--- src/rtl/scan_tap_pkg.sv ---
package scan_tap_pkg;

  typedef enum logic [3:0] {
    ST_RESET, ST_IDLE,
    ST_SEL_DR, ST_CAP_DR, ST_SHIFT_DR, ST_EXIT1_DR, ST_PAUSE_DR, ST_EXIT2_DR, ST_UPD_DR,
    ST_SEL_IR, ST_CAP_IR, ST_SHIFT_IR, ST_EXIT1_IR, ST_PAUSE_IR, ST_EXIT2_IR, ST_UPD_IR
  } tapStateT;

  // strobes from control to datapath
  typedef struct packed {
    logic capIr;
    logic shIr;
    logic enterUpdIr;
    logic capDr;
    logic shDr;
    logic updDr;
    logic enterReset;
    logic inShift;
  } tapStrobeT;

  localparam int INSTR_W = 4;

  localparam logic [INSTR_W-1:0] OP_EXTEST   = 4'b0000;
  localparam logic [INSTR_W-1:0] OP_SAMPLE   = 4'b0001;
  localparam logic [INSTR_W-1:0] OP_IDCODE   = 4'b0010;
  localparam logic [INSTR_W-1:0] OP_HIGHZ    = 4'b0011;
  localparam logic [INSTR_W-1:0] OP_CLAMP    = 4'b1000;
  localparam logic [INSTR_W-1:0] OP_VALIDATE = 4'b1101;
  localparam logic [INSTR_W-1:0] OP_BYPASS   = 4'b1111;

  localparam logic [INSTR_W-1:0] IR_CAPTURE_PAT = 4'b1101;

endpackage

--- src/rtl/scan_tap_fsm.sv ---
module scan_tap_fsm
  import scan_tap_pkg::*;
(
  input  logic      tck,
  input  logic      rstN,
  input  logic      tms,
  output tapStateT  tapState,
  output tapStrobeT strb
);

  tapStateT nxt;

  always_comb begin
    nxt = ST_RESET;
    case (tapState)
      ST_RESET:    nxt = tms ? ST_RESET    : ST_IDLE;
      ST_IDLE:     nxt = tms ? ST_SEL_DR   : ST_IDLE;
      ST_SEL_DR:   nxt = tms ? ST_SEL_IR   : ST_CAP_DR;
      ST_CAP_DR:   nxt = tms ? ST_EXIT1_DR : ST_SHIFT_DR;
      ST_SHIFT_DR: nxt = tms ? ST_EXIT1_DR : ST_SHIFT_DR;
      ST_EXIT1_DR: nxt = tms ? ST_UPD_DR   : ST_PAUSE_DR;
      ST_PAUSE_DR: nxt = tms ? ST_EXIT2_DR : ST_PAUSE_DR;
      ST_EXIT2_DR: nxt = tms ? ST_UPD_DR   : ST_SHIFT_DR;
      ST_UPD_DR:   nxt = tms ? ST_SEL_DR   : ST_IDLE;
      ST_SEL_IR:   nxt = tms ? ST_RESET    : ST_CAP_IR;
      ST_CAP_IR:   nxt = tms ? ST_EXIT1_IR : ST_SHIFT_IR;
      ST_SHIFT_IR: nxt = tms ? ST_EXIT1_IR : ST_SHIFT_IR;
      ST_EXIT1_IR: nxt = tms ? ST_UPD_IR   : ST_PAUSE_IR;
      ST_PAUSE_IR: nxt = tms ? ST_EXIT2_IR : ST_PAUSE_IR;
      ST_EXIT2_IR: nxt = tms ? ST_UPD_IR   : ST_SHIFT_IR;
      ST_UPD_IR:   nxt = tms ? ST_SEL_DR   : ST_IDLE;
      default:     nxt = ST_RESET;
    endcase
  end

  always_ff @(posedge tck or negedge rstN) begin
    if (!rstN) tapState <= ST_RESET;
    else       tapState <= nxt;
  end

  always_comb begin
    strb.capIr      = (tapState == ST_CAP_IR);
    strb.shIr       = (tapState == ST_SHIFT_IR);
    strb.enterUpdIr = (nxt == ST_UPD_IR);
    strb.capDr      = (tapState == ST_CAP_DR);
    strb.shDr       = (tapState == ST_SHIFT_DR);
    strb.updDr      = (tapState == ST_UPD_DR);
    strb.enterReset = (nxt == ST_RESET);
    strb.inShift    = (tapState == ST_SHIFT_DR) || (tapState == ST_SHIFT_IR);
  end

endmodule

--- src/rtl/scan_tap_dp.sv ---
module scan_tap_dp
  import scan_tap_pkg::*;
#(
  parameter logic [3:0]  VERSION   = 4'h2,
  parameter logic [15:0] PART_CODE = 16'h1C5B,
  parameter logic [10:0] VENDOR    = 11'h033
) (
  input  logic               tck,
  input  logic               rstN,
  input  logic               tdi,
  input  logic               bsrTdo,
  input  tapStrobeT          strb,
  output logic [INSTR_W-1:0] curInstr,
  output logic               selBsr,
  output logic               outHighZ,
  output logic               outBoundary,
  output logic               tdo,
  output logic               tdoEn
);

  localparam int ID_W = $bits(VERSION) + $bits(PART_CODE) + $bits(VENDOR) + 1;
  localparam logic [ID_W-1:0] ID_WORD = {VERSION, PART_CODE, VENDOR, 1'b1};

  logic [INSTR_W-1:0] irSh;
  logic [ID_W-1:0]    idSh;
  logic               bypassBit;
  logic               selId;

  // opcode decode; undefined codes fall to the pass-through stage
  always_comb begin
    selId       = 1'b0;
    selBsr      = 1'b0;
    outHighZ    = 1'b0;
    outBoundary = 1'b0;
    case (curInstr)
      OP_EXTEST:   begin selBsr = 1'b1; outBoundary = 1'b1; end
      OP_SAMPLE:   selBsr = 1'b1;
      OP_VALIDATE: selBsr = 1'b1;
      OP_IDCODE:   selId = 1'b1;
      OP_HIGHZ:    outHighZ = 1'b1;
      OP_CLAMP:    outBoundary = 1'b1;
      default:     ;
    endcase
  end

  always_ff @(posedge tck or negedge rstN) begin
    if (!rstN)           irSh <= '0;
    else if (strb.capIr) irSh <= IR_CAPTURE_PAT;
    else if (strb.shIr)  irSh <= {tdi, irSh[INSTR_W-1:1]};
  end

  always_ff @(posedge tck or negedge rstN) begin
    if (!rstN)                curInstr <= OP_IDCODE;
    else if (strb.enterReset) curInstr <= OP_IDCODE;
    else if (strb.enterUpdIr) curInstr <= irSh;
  end

  always_ff @(posedge tck or negedge rstN) begin
    if (!rstN)           bypassBit <= 1'b0;
    else if (strb.capDr) bypassBit <= 1'b0;
    else if (strb.shDr)  bypassBit <= tdi;
  end

  always_ff @(posedge tck or negedge rstN) begin
    if (!rstN)                    idSh <= '0;
    else if (strb.capDr && selId) idSh <= ID_WORD;
    else if (strb.shDr && selId)  idSh <= {tdi, idSh[ID_W-1:1]};
  end

  // output stage on the falling edge
  always_ff @(negedge tck or negedge rstN) begin
    if (!rstN) begin
      tdo   <= 1'b0;
      tdoEn <= 1'b0;
    end else begin
      tdoEn <= strb.inShift;
      if (strb.shIr)      tdo <= irSh[0];
      else if (strb.shDr) tdo <= selBsr ? bsrTdo : (selId ? idSh[0] : bypassBit);
      else                tdo <= 1'b0;
    end
  end

endmodule

--- src/rtl/scan_tap.sv ---
module scan_tap
  import scan_tap_pkg::*;
#(
  parameter bit          HAS_TRST  = 1'b1,
  parameter logic [3:0]  VERSION   = 4'h2,
  parameter logic [15:0] PART_CODE = 16'h1C5B,
  parameter logic [10:0] VENDOR    = 11'h033
) (
  input  logic tck,
  input  logic trstN,
  input  logic tms,
  input  logic tdi,
  output logic tdo,
  output logic tdoEn,
  input  logic bsrTdo,
  output logic bsrSelect,
  output logic bsrCapture,
  output logic bsrShift,
  output logic bsrUpdate,
  output logic outHighZ,
  output logic outBoundary
);

  logic               rstN;
  tapStateT           tapState;
  tapStrobeT          strb;
  logic [INSTR_W-1:0] curInstr;

  generate
    if (HAS_TRST) begin : g_trst
      assign rstN = trstN;
    end else begin : g_no_trst
      assign rstN = 1'b1;
    end
  endgenerate

  scan_tap_fsm u_fsm (
    .tck      (tck),
    .rstN     (rstN),
    .tms      (tms),
    .tapState (tapState),
    .strb     (strb)
  );

  scan_tap_dp #(
    .VERSION   (VERSION),
    .PART_CODE (PART_CODE),
    .VENDOR    (VENDOR)
  ) u_dp (
    .tck         (tck),
    .rstN        (rstN),
    .tdi         (tdi),
    .bsrTdo      (bsrTdo),
    .strb        (strb),
    .curInstr    (curInstr),
    .selBsr      (bsrSelect),
    .outHighZ    (outHighZ),
    .outBoundary (outBoundary),
    .tdo         (tdo),
    .tdoEn       (tdoEn)
  );

  assign bsrCapture = strb.capDr & bsrSelect;
  assign bsrShift   = strb.shDr  & bsrSelect;
  assign bsrUpdate  = strb.updDr & bsrSelect;

endmodule

--- config.mk ---
export PLATFORM = sky130hd
export DESIGN_NAME = scan_tap
export DESIGN_NICKNAME = d
export VERILOG_FILES = /design/src/rtl/scan_tap_pkg.sv /design/src/rtl/scan_tap_fsm.sv /design/src/rtl/scan_tap_dp.sv /design/src/rtl/scan_tap.sv
export SDC_FILE = /design/constraint.sdc
export NUM_CORES = 1
export LEC_CHECK = 0
export ABC_AREA = 1
export BUFFER_PORTS_ARGS = -buffer_cell sky130_fd_sc_hd__buf_4
export CELL_PAD_IN_SITES_DETAIL_PLACEMENT = 1
export CELL_PAD_IN_SITES_GLOBAL_PLACEMENT = 1
export CORE_MARGIN = 1
export CORE_UTILIZATION = 48
export CTS_CLUSTER_DIAMETER = 150
export DETAILED_ROUTE_END_ITERATION = 8
export GPL_ROUTABILITY_DRIVEN = 0
export PLACE_DENSITY_LB_ADDON = 0.1
export SLEW_MARGIN = 25
export SYNTH_ARGS = -nofsm -noshare
export SYNTH_HDL_FRONTEND = slang
export SYNTH_HIERARCHICAL = 1
export SYNTH_SLANG_ARGS = --single-unit
--- constraint.sdc ---
create_clock -name tck -period 4.92 [get_ports tck]
set_clock_uncertainty 0.05 [all_clocks]
set_input_delay 0.984 -clock tck [delete_from_list [all_inputs] [get_ports tck]]
set_output_delay 0.984 -clock tck [all_outputs]
set_load 0.005 [all_outputs]
==> metrics.md <==
| Metric | Value |
|---|---|
| Area growth, synth to finish | 10.7% |
| Largest net degree at the start of global routing | 38 |
| Main combinational cell family by area after synthesis | simple AND/OR/NAND/NOR gates |
| Post-synthesis cell count | 307 |
| Clock buffer depth | 2 |
| Drt pass-1 iters | 4 |
| DR vias | roughly 1.9k |
| Gr ovfl total | 0 |
| PwrDens | 630 nW/um2 |
| Crit path from | u_dp/tdo |
| First-iteration detailed-routing DRC count | between 100 and 150 |
| Status | completed |
| Total chip power | between 1.5 and 2 mW |
| Layout filler cell count | 592 |
| Post-synthesis compound-gate area fraction | 0.0948 |
| Hold EP | u_dp/idSh[21] |
| Hold path start | u_dp/idSh[22] |
| Synth Register Bits | 47 |
| Layout cells sized above 1 | 0.149 |
| Worst path cell trace | buf_4 |
| Core area | roughly 4500 um2 |
| Maximum fanout along the worst path | 1 |
| Peak supply drop | between 200 and 300 uV |
| Hpwl dp | 3.71 mm |
| Initial core utilization | 0.516 |
| First-pass GRT wire length | slightly above 9 mm |
| Pins over their slew limit | 0 |
| Worst slew pin tran | around 0.59 ns |
| Max-cap violations | 0 |
| Critical Path Sink Type | output pin |
| Initial antenna violation count | 0 |
| Number of global-route vias before repair | roughly 2.0k |
| Syn Area/Cell | around 7.6 um2 |
| Avg WL per Cell | 14.0 um |
| Synthesized Nets | between 300 and 400 |
| Most common cell after layout, fill and taps aside | nand2_1 |
| Yosys cell types | 28 |
| RSZ-0062 raised after global routing | no |
| Post_cts resized | 0 |
| Antenna cells | 0 |
| Crit path kind | reg2out |
| Overall routing resource usage | 0.234 |
| Top Family by Delay on Critical Path | flip-flops |
| Yosys warnings | 6 |
| Adder-Cell Fraction of Synth Area | 0 |
| FP Rows | 24 |
| Post-CTS Setup Bufs | 0 |
| Synth Area in Simple Gates | 0.274 |
| Clock Latency Late Sink | 0.30 ns |
| DRC errors left | 0 |
| Port bufs | 12 |
| Die width | between 70 and 80 um |
| Hold Vio Cnt, Final | 0 |
| R2R cell count | 9 |
| Req. time, crit path | approximately 4 ns |
| Flop2flop setup slack | around 0.9 ns |
| Crit path DAT | 3.25 ns |
| LEAKAGE | 1.46 nW |
| Sequential Area | approximately 1200 um2 |
| Mapped Area | between 2000 and 2500 um2 |
| Crit Reg-Reg Endpoint | u_dp/tdo |
| CTS Sinks | 47 |
| Commonest cells after routing, fill and taps aside | nand2_1, inv_1, dfrtp_1 |
| CP Launch Type | flop |
| Post-synthesis xor/xnor area fraction | 0 |
| Sequential share of the synthesized area | 0.507 |
| H-tree lvl count | 2 |
| Ports | 13 |
| RR Startpoint | u_fsm/tapState[1] |
| Number of hold buffers added after CTS | 0 |
| Cell at the slowest stage of the critical path | dfrtn_1 |
| Routed WL | approximately 5.2 mm |
| Die Ht | about 72 um |
| Final Net Count | between 300 and 400 |
| Total die area | about 5100 um2 |
| WHS Path Cells | 2 |
| Post-Route Setup TNS | 0 ns |
| Mux share of post-synthesis cell area | 0 |
| Reg clk slew, reported paths | 0.09 ns |
| Max transition margin | 0.605 |
| Num CTS Buffers | 5 |
| Type of the tightest min-delay check | reg2reg |
| Via density | approximately 5 |
| CTS root buf | clkbuf_8 |
| Post-route antenna net violation count | 0 |
| Area of the multi-input gates | between 800 and 900 um2 |
| CP bufs+invs | 1 |
| CTS tree | built |
| Slowest stage delay, CP | just under 0.4 ns |
| Hold Slack | approximately 0.43 ns |
| Final setup violation count | 0 |
-- layout make-up --
class,count,area share
Sequential cell,47,0.458
Inverter,63,0.0919
Multi-Input combinational cell,188,0.333
Clock buffer,6,0.0321
Clock inverter,2,0.0136
Timing Repair Buffer,16,0.0467
Tap cell,52,0.0253
-- synthesized netlist by cell type, drive strengths merged --
| library cell | count | area share |
|---|---|---|
| dfstp | 1 | 0.011 |
| dfrtp | 44 | 0.47 |
| nor2 | 23 | 0.046 |
| inv | 63 | 0.10 |
| a21oi | 8 | 0.020 |
| o22ai | 1 | 0.0027 |
| a211oi | 1 | 0.0032 |
| nand2 | 103 | 0.18 |
| nand3 | 17 | 0.037 |
| buf | 5 | 0.017 |
| o21ai | 27 | 0.058 |
| a2111o | 1 | 0.0048 |
| or2 | 1 | 0.0027 |
| clkbuf | 4 | 0.0065 |
| o211ai | 1 | 0.0054 |
| dfrtn | 2 | 0.022 |
| nor3 | 4 | 0.011 |
| nand4 | 1 | 0.0027 |
-- worst max path at each step --
stage | end | cells after the start | slack (ns)
floorplan | u_dp/tdo | 6 | 1.02
global placement | u_dp/tdo | 7 | 0.86
detailed placement | u_dp/tdo | 7 | 0.84
CTS | tdo | 1 | 0.63
global route | tdo | 1 | 0.62
finish | tdo | 1 | 0.64
-- per-stage QoR --
stage	cells	util	worst slack [ns]	cell area [um2]
after floorplan	307	-	1.02	2320
after global placement	366	0.545	0.860	2450
after detailed placement	366	0.545	0.838	2450
after CTS	374	0.571	0.631	2570
after global routing	374	0.571	0.616	2570
final	374	0.571	0.640	2570
-- state kept, by name (all words and copies together), names as in the netlist --
name	flops
u_dp/tdo	1
u_dp/bypassBit	1
u_dp/idSh	32
u_dp/irSh	4
u_dp/tdoEn	1
u_dp/curInstr	4
u_fsm/tapState	4
-- power breakdown --
group	switching, mW	internal [mW]
clock network	0.129	0.165
registers	0.0964	0.551
logic	0.453	0.227
total	0.678	0.942
-- cell families (layout without fill, tap and decap cells) --
kind of cell,count (synthesis),after routing
AO/OA/AOI/OAI,39,39
buffers and inverters,72,87
flip-flops,47,47
AND/OR/NAND/NOR,149,149
-- layer usage --
metal,share of wire,track usage
met1,0.49,0.314
met5,0,0
met2,0.48,0.394
met4,0.012,0.0654
met3,0.018,0.0422
No activity file was read; power rests on OpenSTA's default activity.
